## config.mk

```make
export PLATFORM = sky130hd
export DESIGN_NAME = dma_addr_gen
export DESIGN_NICKNAME = d
export VERILOG_FILES = /design/src/rtl/dma_ag_pkg.sv /design/src/rtl/dma_len_conv.sv /design/src/rtl/dma_ag_fsm.sv /design/src/rtl/dma_ag_dp.sv /design/src/rtl/dma_addr_map.sv /design/src/rtl/dma_addr_gen.sv
export SDC_FILE = /design/constraint.sdc
export NUM_CORES = 1
export LEC_CHECK = 0
export CAP_MARGIN = 20
export CELL_PAD_IN_SITES_DETAIL_PLACEMENT = 0
export CELL_PAD_IN_SITES_GLOBAL_PLACEMENT = 1
export CORE_ASPECT_RATIO = 0.6
export CORE_MARGIN = 8
export CORE_UTILIZATION = 45
export CTS_CLUSTER_DIAMETER = 30
export DETAILED_ROUTE_END_ITERATION = 10
export DONT_BUFFER_PORTS = 1
export PLACE_DENSITY_LB_ADDON = 0.3
export SLEW_MARGIN = 20
export SYNTH_ARGS = -nofsm -noshare
export SYNTH_HDL_FRONTEND = slang
export SYNTH_SLANG_ARGS = --single-unit
```

## constraint.sdc

```tcl
create_clock -name clk -period 7.6 [get_ports clk]
set_input_delay 0.38 -clock clk [delete_from_list [all_inputs] [get_ports clk]]
set_output_delay 0.38 -clock clk [all_outputs]
set_load 0.1 [all_outputs]
```

## src/rtl/dma_ag_pkg.sv

```systemverilog
package dma_ag_pkg;
    typedef enum logic [1:0] {
        AG_IDLE    = 2'd0,
        AG_RUN     = 2'd1,
        AG_WRAPPED = 2'd2,
        AG_DONE    = 2'd3
    } ag_state_t;
endpackage

```

## src/rtl/dma_len_conv.sv

```systemverilog
module dma_len_conv #(
    parameter int CTR_W = 16,
    parameter int LEN_W = CTR_W + 2
) (
    input  logic             req_word,
    input  logic [LEN_W-1:0] req_len,
    input  logic             live_word,
    input  logic [CTR_W-1:0] live_cnt,
    output logic [CTR_W-1:0] prog,
    output logic [LEN_W-1:0] remain
);
    logic [LEN_W-1:0] units;
    logic [LEN_W-1:0] units_m1;
    logic [CTR_W-1:0] left_units;

    always_comb begin
        units    = req_word ? (req_len >> 1) : req_len;
        units_m1 = units - LEN_W'(1);
        prog     = units_m1[CTR_W-1:0];
    end

    always_comb begin
        left_units = live_cnt + CTR_W'(1);
        if (live_word)
            remain = {1'b0, left_units, 1'b0};
        else
            remain = {2'b00, left_units};
    end
endmodule

```

## src/rtl/dma_ag_fsm.sv

```systemverilog
module dma_ag_fsm
    import dma_ag_pkg::*;
(
    input  logic clk,
    input  logic rst_n,
    input  logic load,
    input  logic step,
    input  logic last_unit,
    input  logic ctr_full,
    output logic active,
    output logic finished,
    output logic err,
    output logic adv
);
    ag_state_t state_q, state_d;
    logic      err_q, err_d;

    always_comb begin
        state_d = state_q;
        err_d   = err_q;
        unique case (state_q)
            AG_IDLE: begin
                if (load) state_d = AG_RUN;
            end
            AG_RUN: begin
                if (load)
                    state_d = AG_RUN;
                else if (step && last_unit)
                    state_d = AG_DONE;
                else if (step && ctr_full) begin
                    state_d = AG_WRAPPED;
                    err_d   = 1'b1;
                end
            end
            AG_WRAPPED: begin
                if (load)
                    state_d = AG_RUN;
                else if (step && last_unit)
                    state_d = AG_DONE;
            end
            AG_DONE: begin
                if (load) state_d = AG_RUN;
            end
            default: state_d = AG_IDLE;
        endcase
        if (load) err_d = 1'b0;
    end

    always_ff @(posedge clk or negedge rst_n) begin
        if (!rst_n) begin
            state_q <= AG_IDLE;
            err_q   <= 1'b0;
        end else begin
            state_q <= state_d;
            err_q   <= err_d;
        end
    end

    always_comb begin
        active   = 1'b0;
        finished = 1'b0;
        unique case (state_q)
            AG_IDLE:    ;
            AG_RUN:     active = 1'b1;
            AG_WRAPPED: active = 1'b1;
            AG_DONE:    finished = 1'b1;
            default:    ;
        endcase
        err = err_q;
        adv = active && step && !load;
    end


    wrap_err_chk: assert property (@(posedge clk) disable iff (!rst_n)
        (active && step && !load && ctr_full && !last_unit) |=> err);

    err_sticky_chk: assert property (@(posedge clk) disable iff (!rst_n)
        (err && !load) |=> err);

    last_done_chk: assert property (@(posedge clk) disable iff (!rst_n)
        (active && step && !load && last_unit) |=> (finished && !active));

    load_run_chk: assert property (@(posedge clk) disable iff (!rst_n)
        load |=> (active && !err));
endmodule

```

## src/rtl/dma_ag_dp.sv

```systemverilog
module dma_ag_dp #(
    parameter int PAGE_W = 8,
    parameter int CTR_W  = 16,
    localparam int ADDR_W = PAGE_W + CTR_W
) (
    input  logic              clk,
    input  logic              rst_n,
    input  logic              load,
    input  logic              adv,
    input  logic              word_in,
    input  logic [ADDR_W-1:0] start_addr,
    input  logic [CTR_W-1:0]  start_cnt,
    output logic [PAGE_W-1:0] page,
    output logic [CTR_W-1:0]  ctr,
    output logic [CTR_W-1:0]  cnt,
    output logic              word_q
);
    always_ff @(posedge clk or negedge rst_n) begin
        if (!rst_n) begin
            page   <= '0;
            ctr    <= '0;
            cnt    <= '1;
            word_q <= 1'b0;
        end else if (load) begin
            page   <= start_addr[ADDR_W-1:CTR_W];
            ctr    <= word_in ? start_addr[CTR_W:1] : start_addr[CTR_W-1:0];
            cnt    <= start_cnt;
            word_q <= word_in;
        end else if (adv) begin
            ctr <= ctr + CTR_W'(1);
            cnt <= cnt - CTR_W'(1);
        end
    end


    page_hold_chk: assert property (@(posedge clk) disable iff (!rst_n)
        !load |=> $stable(page));

    ctr_hold_chk: assert property (@(posedge clk) disable iff (!rst_n)
        (!load && !adv) |=> ($stable(ctr) && $stable(cnt)));

    ctr_step_chk: assert property (@(posedge clk) disable iff (!rst_n)
        (!load && adv) |=> (ctr == $past(ctr) + CTR_W'(1)));
endmodule

```

## src/rtl/dma_addr_map.sv

```systemverilog
module dma_addr_map #(
    parameter int PAGE_W = 8,
    parameter int CTR_W  = 16,
    localparam int ADDR_W = PAGE_W + CTR_W
) (
    input  logic              word_sel,
    input  logic              active,
    input  logic [PAGE_W-1:0] page,
    input  logic [CTR_W-1:0]  ctr,
    output logic [ADDR_W-1:0] addr,
    output logic [1:0]        lanes
);
    always_comb begin
        if (word_sel)
            addr = {page[PAGE_W-1:1], ctr, 1'b0};
        else
            addr = {page, ctr};
        if (!active)
            lanes = 2'b00;
        else if (word_sel)
            lanes = 2'b11;
        else
            lanes = addr[0] ? 2'b10 : 2'b01;
    end
endmodule

```

## src/rtl/dma_addr_gen.sv

```systemverilog
module dma_addr_gen #(
    parameter int PAGE_W = 8,
    parameter int CTR_W  = 16,
    localparam int ADDR_W = PAGE_W + CTR_W,
    localparam int LEN_W  = CTR_W + 2
) (
    input  logic              clk,
    input  logic              rst_n,
    input  logic              word_mode,
    input  logic              load,
    input  logic [ADDR_W-1:0] load_addr,
    input  logic [LEN_W-1:0]  load_len,
    input  logic              step,
    output logic [ADDR_W-1:0] phys_addr,
    output logic [1:0]        byte_en,
    output logic [CTR_W-1:0]  prog_count,
    output logic [LEN_W-1:0]  remain_bytes,
    output logic              busy,
    output logic              done,
    output logic              bound_err
);
    logic [PAGE_W-1:0] page;
    logic [CTR_W-1:0]  ctr;
    logic [CTR_W-1:0]  cnt;
    logic              word_q;
    logic              adv;
    logic              last_unit;
    logic              ctr_full;

    assign last_unit = (cnt == '0);
    assign ctr_full  = (ctr == '1);

    dma_len_conv #(.CTR_W(CTR_W), .LEN_W(LEN_W)) u_conv (
        .req_word (word_mode),
        .req_len  (load_len),
        .live_word(word_q),
        .live_cnt (cnt),
        .prog     (prog_count),
        .remain   (remain_bytes)
    );

    dma_ag_fsm u_fsm (
        .clk      (clk),
        .rst_n    (rst_n),
        .load     (load),
        .step     (step),
        .last_unit(last_unit),
        .ctr_full (ctr_full),
        .active   (busy),
        .finished (done),
        .err      (bound_err),
        .adv      (adv)
    );

    dma_ag_dp #(.PAGE_W(PAGE_W), .CTR_W(CTR_W)) u_dp (
        .clk       (clk),
        .rst_n     (rst_n),
        .load      (load),
        .adv       (adv),
        .word_in   (word_mode),
        .start_addr(load_addr),
        .start_cnt (prog_count),
        .page      (page),
        .ctr       (ctr),
        .cnt       (cnt),
        .word_q    (word_q)
    );

    dma_addr_map #(.PAGE_W(PAGE_W), .CTR_W(CTR_W)) u_map (
        .word_sel(word_q),
        .active  (busy),
        .page    (page),
        .ctr     (ctr),
        .addr    (phys_addr),
        .lanes   (byte_en)
    );


    byte_lane_chk: assert property (@(posedge clk) disable iff (!rst_n)
        (busy && !word_q) |-> ($onehot(byte_en) && (byte_en[1] == phys_addr[0])));

    word_lane_chk: assert property (@(posedge clk) disable iff (!rst_n)
        (busy && word_q) |-> (byte_en == 2'b11 && !phys_addr[0]));

    idle_lane_chk: assert property (@(posedge clk) disable iff (!rst_n)
        !busy |-> (byte_en == 2'b00));
endmodule

```

# Word level (Yosys, flattened, before mapping)
# Cells that the tools add are included.
# classes
n_addsub	4
eq_ne	8
n_mux	24
n_reduce_logical	14
# op_table
cell	count
two-way mux 16 bit	6
two-way mux 17 bit	2
adder 16 x 1 -> 16 bit (second input constant)	2
subtractor 16 x 1 -> 16 bit (second input constant)	2
two-way mux 2 bit	9
== test 16 bit (second input constant)	1
logical NOT 16 bit	1
two-way mux 1 bit	6
one-hot mux 2 bit (3 select lines)	1
AND reduction 3 bit	2
nonzero test 2 bit	3
== test 2 bit (second input constant)	2
logical AND 1 bit	4
!= test 4 x 2 -> 1 bit (second input constant)	1
OR reduction 2 bit	2
!= test 3 x 2 -> 1 bit (second input constant)	1
== test 2 x 1 -> 1 bit (second input constant)	1
logical NOT 2 bit	1
!= test 2 x 1 -> 1 bit (second input constant)	1
!= test 2 bit (second input constant)	1
logical NOT 1 bit	1
# word_totals
ff_bits	44
input_bits	47
word_cells	56

# Depth between registers and ports, before layout
# Gate-level depths: netlist of run 1.
# logic_depth
word_depth	7
mapped_depth	11

# Cells and area by module
# A second synthesis of run 1 with hierarchy kept.
# hier_totals
cells_unflattened	509
area_unflattened_um2	4214.0
# modules_own_cells
module	instances	cells_per_inst	area_per_inst_um2
dma_ag_dp	1	234	2336.0
dma_len_conv	1	217	1300.0
dma_addr_map	1	28	320.3
dma_ag_fsm	1	20	192.7
dma_addr_gen	1	10	65.1

# Worst setup path before layout of run 1
# OpenSTA, ideal clock, no wires.
# synth_path
path_type	input to output
startpoint	input word_mode
endpoint	output prog_count[6]
t_arrival_ns	5.568
slack_ns	1.652
stages	10
n_path_buf	4
cell_sequence	clkbuf_1 -> buf_2 -> buf_1 -> buf_2 -> a21oi_1 -> ha_1 -> or4b_2 -> nor2_1 -> xnor2_1 -> mux2i_1
# synth_between
elab_chain_len	2
# synth_rtl
item	line_no	source
start, declared	dma_addr_gen.sv:9	input logic word_mode,
two-way mux 16 bit	dma_len_conv.sv:17	units = req_word ? (req_len >> 1) : req_len;
subtractor 16 x 1 -> 16 bit	dma_len_conv.sv:18	units_m1 = units - LEN_W'(1);
end, declared	dma_addr_gen.sv:16	output logic [CTR_W-1:0] prog_count,
# Every way passes these cells.

# Worst setup path in the final report of run 1
# layout_path
startpoint	register u_dp.cnt[3]
endpoint	output remain_bytes[14]
# layout_between
elab_chain_len	2
# layout_rtl
item	line_no	source
start, declared	dma_ag_dp.sv:15	output logic [CTR_W-1:0] cnt,
start signal, assigned	dma_ag_dp.sv:27	cnt <= start_cnt;
start signal, assigned	dma_ag_dp.sv:31	cnt <= cnt - CTR_W'(1);
adder 16 x 1 -> 16 bit	dma_len_conv.sv:23	left_units = live_cnt + CTR_W'(1);
two-way mux 17 bit	dma_len_conv.sv:24	if (live_word)
end, declared	dma_addr_gen.sv:17	output logic [LEN_W-1:0] remain_bytes,
# Every way passes these cells.

==> out/results.txt, run 1 <==
Area leader, netlist: dfrtp_1
TritonCTS Buffers: 5
Ant. Diodes: 0
Hold Vio Cnt, Final: 0
Root Buffer: clkbuf_16
GP Congestion: 0.850
Slowest stage delay, CP: 1.00 ns
Starting density of the core: 46.8%
Cell variety after synth: 57
Vias in the first global route: 3349
Fmax: 0.283 GHz
Worst Setup Start Kind: flip-flop
Share of layout cells above drive strength 1: 24.9%
FP Rows: 26
Critical path required time: 7.22 ns
Worst slew margin: 25.1%
Largest net degree at the start of global routing: 58
Via density: 5.91
Max Buffers Root-to-Sink: 2
Num ports: 110
Fin crit share: 46.5%
Residual DRC: 0
CTS tree: built
Core area: 0.00859 mm2
Die ar.: 0.0123 mm2
Area Growth Syn to Fin: 13.7%
P per Cell Area: 255 mW/mm2
Final setup vio count: 0
Gr ovfl total: 0
Most frequent cells in the layout: 43 x nand2_1, 31 x nor2_1, 31 x mux2_2
Port Buffer Count: 0
Initial antenna violation count: 0
Clk_skew: 0.00431 ns
Post-DP HPWL: 8680 um
DR iter-0 viols: 262
Worst-margin pin slew: 1.12 ns
Syn avg cell area: 8.22 um2
Setup TNS: 0 ns
Worst-path cell chain: nand4_1 > nor3_2 > nand4_1 > o2bb2ai_1 > a22oi_2
GRT Resource Usage Total: 18.4%
RSZ-0062 raised after global routing: no
Slew Limit Fails: 0
CP Max Fanout: 12
Asr flop ratio synth: 100%
Vias post-DR: 3484
Fin util: 53.2%
Top cell type's share of synthesized area: 17.4%
Drt wl/cell: 19.3 um
CP delay by family, top: compound AO/OA/AOI/OAI gates
Syn Inst Count: 489
WHS: 0.168 ns
Antenna viol nets, final: 0
EDFF count, synth: 0
Post-Syn Nets: 544
Die Y-Extent: 89.2 um
Post-CTS Hold Buffers: 2
Max VDD drop: 0.000143 V
Post-route minimum period: 3.53 ns
Largest cells by area after synthesis: dfrtp_1 17%, dfstp_2 10%, mux2_2 8.7%, mux2i_1 5.2%, xnor2_1 5.2%
Outcome: finished, final reports clean
First-pass GRT wire length: 18400 um
Total chip power: 1170 uW
Post-CTS Setup Bufs: 0
Layout Nets: 532
CP Capture Type: primary output
Critical setup path kind: flip-flop to primary output
Post-CTS Resized: 0
Crit path arrival time: 3.15 ns
Die Wd: 138 um
Seq/Total Area, Yosys: 27.9%
Main synth FF type: dfrtp_1
CP max-delay cell: a22oi_2
Worst skew pair latency: 0.28 ns
Max-Cap Viols: 0
H-tree depth reported by CTS: 2
Critical path buffer and inverter count: 0
Post-Syn Area: 0.00402 mm2
CTS sink cnt: 44
Clk slew on worst S/H paths: 0.06 ns
Synth Warn #: 0
Worst hold path type: input port to flip-flop
#FFs+latches synth: 44
Crit path top cell by count: nand4_1
WL final: 11400 um
Leakage: 0.00168 uW
1st-pass router iterations: 5
Commonest non-fill, non-tap cell in the layout: nand2_1
[cell usage after synthesis, drive strengths merged, types with 2 or more instances]
cell,n
nand3,20
nand4,8
inv,14
nor4,6
clkbuf,25
nand3b,2
o2bb2ai,2
or4,4
xnor2,24
nor3,19
o21ai,21
o211ai,3
mux2,31
o31a,3
xor2,23
o21a,4
ha,8
a21boi,2
or3,2
nor2b,15
nor4b,2
nand2,43
o221ai,2
a21o,3
and3,8
o311ai,2
a31oi,5
dfstp,16
a211oi,14
mux2i,21
buf,18
o31ai,2
dfrtp,28
a22oi,3
a21oi,32
nand2b,5
nor2,36
[final timing paths]
check	start	end	slack, ns	depth (start not counted)
worst min-delay path	load	u_fsm.err	0.17	1
worst max-delay path	u_dp.cnt[3]	remain_bytes[14]	4.07	5
min in group asynchronous	rst_n	u_dp.page[3]	0.58	2
max in group asynchronous	rst_n	u_dp.cnt[2]	6.74	2
worst min register to register	u_dp.page[0]	u_dp.page[0]	0.53	1
worst max register to register	u_fsm.state_q[0]	u_dp.cnt[15]	4.92	7
[kinds of logic (layout without fill, tap and decap cells)]
| group | Yosys count | in the layout | share of synthesized area, % |
|---|---|---|---|
| AOI/OAI and AO/OA | 105 | 105 | 16.8 |
| DFF | 44 | 44 | 27.9 |
| muxes | 52 | 52 | 13.9 |
| adders and majority gates | 8 | 8 | 2.49 |
| and+or+nand+nor | 175 | 175 | 22.3 |
| buffers and inverters | 57 | 46 | 6.32 |
| xor gates and xnor gates | 47 | 47 | 10.2 |
| other | 1 | 1 | 0.0933 |
[power by group]
part | internal (uW) | switching, uW
sequential | 272 | 85.0
clock | 155 | 86.4
combinational | 130 | 438
total | 558 | 609
[registers in the layout, summed over array words and instances (netlist names)]
name / count
u_dp.cnt: 16
u_dp.ctr: 16
u_dp.page: 8
u_dp.word_q: 1
u_fsm.err: 1
u_fsm.state_q: 2
[metrics by stage]
step,instances,instance area (um2),setup WS [ns]
final,590,4570,4.07
after global routing,590,4570,3.87
after CTS,590,4560,4.06
after detailed placement,580,4360,4.33
after global placement,580,4360,4.34
after floorplan,489,4020,1.65
[worst register-to-register path: stages, from the launching register on]
cell and delay (ns):
dfrtp_1 0.37, inv_1 0.07, ha_1 0.44, nor4b_1 0.60, nand3_1 0.35, o31a_2 0.38, o21ai_0 0.23, o31ai_1 0.12
[routing by layer]
layer  track usage, %  vias up  share of wire [%]  wire length (um)
met2             25.0      115                 39              4380
met5                0        -                  0                 0
met3             7.75        4                9.8              1110
li1                 -     1715                  -                 -
met1             26.2     1650                 51              5820
met4             3.63        0               0.43                49
[area by class of cell]
class                      count  area [um2]
timing repair buffer          24         263
clock buffer                   7         133
inverter                      14        52.6
tap                          112         140
multi-input combinational    388        2830
fill                         823        4020
clock inverter                 1        30.0
sequential                    44        1120
Power figures use the tool's default switching activity.
==> run 2: changes to the inputs <==
Settings changed: CORE_UTILIZATION 45 to 43.
Clock period 7.6 ns to 3.1 ns, I/O delays scaled along.
==> run 2 against run 1 <==
  * Register-to-register slack lost 4.3 ns
  * Via count rose by 4.1%
  * Sequential share of layout area shrank 1.2 points
  * Combinational power rose to 2.6 times the previous value
  * Clock power increased by 120%
  * First-iteration DRC count decreased by 5.3%
  * Power rose by 140%
  * Routed wire length is 2.7% higher
  * Die area rose by 4.0%
  * Critical path type unchanged
  * Sequential power is 150% higher
  * Final area is 5.1% higher
  * Critical path depth increased by 2
==> out/results.txt, run 2 (same netlist as run 1, synthesis figures left out) <==
Vias post-DR: 3627 (+4.1%)
Final setup vio count: 0 (unchanged)
Worst hold path type: input port to flip-flop
First-pass GRT wire length: 18800 um (+2.1%)
Max Buffers Root-to-Sink: 2 (unchanged)
Vias in the first global route: 3461 (+3.3%)
Die Y-Extent: 90.9 um (+1.9%)
Ant. Diodes: 0 (unchanged)
Drt wl/cell: 18.9 um (-1.6%)
1st-pass router iterations: 5 (unchanged)
CP Max Fanout: 8 (-4)
Critical setup path kind: flip-flop to primary output
Worst Setup Start Kind: flip-flop
Placed Cells: 603 (+4.0%)
Post-route minimum period: 2.71 ns
Worst-margin pin slew: 1.02 ns (-0.0988 ns)
Clk_skew: 0.0104 ns (+0.00604 ns)
Worst-path cell chain: ha_1 > nand3_1 > nor2_1 > and3_1 > xnor2_1 > mux2i_2 > buf_16
Post-Layout Cell Count: 616 (+4.4%)
Slowest stage delay, CP: 0.64 ns (-0.36 ns)
Residual DRC: 0 (unchanged)
GP Congestion: 0.836 (-1.6%)
Core area: 0.00912 mm2 (+6.2%)
GRT Resource Usage Total: 18.0% (-0.40 points)
Hold Path End: u_dp.cnt[5]
Worst r2r src: u_fsm.state_q[0]
Fmax: 0.370 GHz
Biggest regs: u_dp.cnt (16), u_dp.ctr (16), u_dp.page (8)
CTS sink cnt: 44 (unchanged)
Critical path required time: 2.94 ns (-4.28 ns)
CTS tree: built
Initial antenna violation count: 0 (unchanged)
Setup TNS: 0 ns (unchanged)
R2R depth: 7 (unchanged)
Num ports: 110 (unchanged)
Hold Vio Cnt, Final: 0 (unchanged)
Commonest non-fill, non-tap cell in the layout: nand2_1
Worst hold start: load
Max-Cap Viols: 0 (unchanged)
Starting density of the core: 44.1% (-2.7 points)
Worst skew pair latency: 0.29 ns (about the same)
Root Buffer: clkbuf_16
Slew Limit Fails: 0 (unchanged)
Die Wd: 141 um (+2.0%)
CP delay by family, top: simple AND/OR/NAND/NOR gates
Gr ovfl total: 0 (unchanged)
Stages on worst setup path: 7 (+2)
Crit path arrival time: 2.55 ns (-0.60 ns)
Area Growth Syn to Fin: 19.5%
DR iter-0 viols: 248 (-5.3%)
Clk slew on worst S/H paths: 0.06 ns (about the same)
CP Capture Type: primary output
Worst slew margin: 31.9% (+6.8 points)
Largest net degree at the start of global routing: 58 (unchanged)
Post-DP HPWL: 8780 um (+1.1%)
Most frequent cells in the layout: 43 x nand2_1, 39 x buf_4, 31 x mux2_2
Max VDD drop: 0.000324 V (+130%)
TritonCTS Buffers: 5 (unchanged)
Share of layout cells above drive strength 1: 29.0% (+4.1 points)
Antenna viol nets, final: 0 (unchanged)
FP Rows: 27 (+3.8%)
Port Buffer Count: 0 (unchanged)
Reg2reg setup slack: 0.59 ns (-4.33 ns)
P per Cell Area: 594 mW/mm2 (+130%)
Post-CTS Resized: 0 (unchanged)
Layout Nets: 554 (+4.1%)
RSZ-0062 raised after global routing: no
Post-CTS Setup Bufs: 0 (unchanged)
Outcome: finished, final reports clean
Hold Path Depth: 2 (+1)
Critical path buffer and inverter count: 1 (+1)
WL final: 11700 um (+2.7%)
Die ar.: 0.0128 mm2 (+4.0%)
FF-to-FF End: u_dp.cnt[13]
Post-CTS Hold Buffers: 4 (+2)
H-tree depth reported by CTS: 2 (unchanged)
Leakage: 0.00180 uW (+7.0%)
Via density: 5.89 (-0.29%)
Fin crit share: 87.3%
CP max-delay cell: dfstp_2
[run 2: how the worst max path moves through the flow]
stage	start	endpoint	slack (ns)
after floorplan	u_dp.word_q	byte_en[0]	-0.10
after global placement	u_fsm.state_q[0]	u_dp.cnt[15]	0.62
after detailed placement	u_fsm.state_q[0]	u_dp.cnt[13]	0.59
after CTS	u_dp.cnt[0]	remain_bytes[13]	0.36
after global routing	u_dp.cnt[0]	remain_bytes[13]	0.20
final	u_dp.cnt[0]	remain_bytes[13]	0.39
[run 2: through the flow]
step           cell area (um2)  setup slack (ns)  total power (uW)  util (%)  hold slack (ns)
2_1_floorplan             4220            -0.104              2080         -           -0.141
3_3_place_gp              4590             0.615              2300      50.3           -0.139
3_5_place_dp              4590             0.586              2310      50.3           -0.139
4_1_cts                   4790             0.364              2870      52.5          0.00827
5_1_grt                   4810             0.204              2980      52.7           0.0120
6_report                  4810             0.395              2860      52.7          0.00442
[run 2: where the power goes]
| group | total (uW) | switching (uW) | internal (uW) |
|---|---|---|---|
| clock | 525 | 227 | 297 |
| combinational | 1450 | 1080 | 364 |
| sequential | 882 | 214 | 668 |
[run 2: layer usage]
| metal | vias to the layer above | routed length [um] | GRT usage [%] |
|---|---|---|---|
| met2 | 120 | 4610 | 24.6 |
| li1 | 1772 | - | - |
| met3 | 6 | 903 | 4.85 |
| met4 | 0 | 68 | 3.29 |
| met5 | - | 0 | 0 |
| met1 | 1729 | 6090 | 27.3 |
[run 2: layout make-up]
class | instances | area (um2)
Sequential cell | 44 | 1120
Fill cell | 823 | 4320
Inverter | 14 | 52.6
Tap cell | 116 | 145
Multi-Input combinational cell | 388 | 2920
Clock buffer | 5 | 125
Timing Repair Buffer | 46 | 420
Clock inverter | 3 | 18.8
[run 2: worst reg2reg max path, cell delays in order, from the launching register on]
cell and delay [ns]:
dfrtp_1 0.39, inv_1 0.07, ha_1 0.45, nor4b_1 0.56, nand3_1 0.31, nor4_1 0.32
xnor2_1 0.15, a32oi_1 0.19
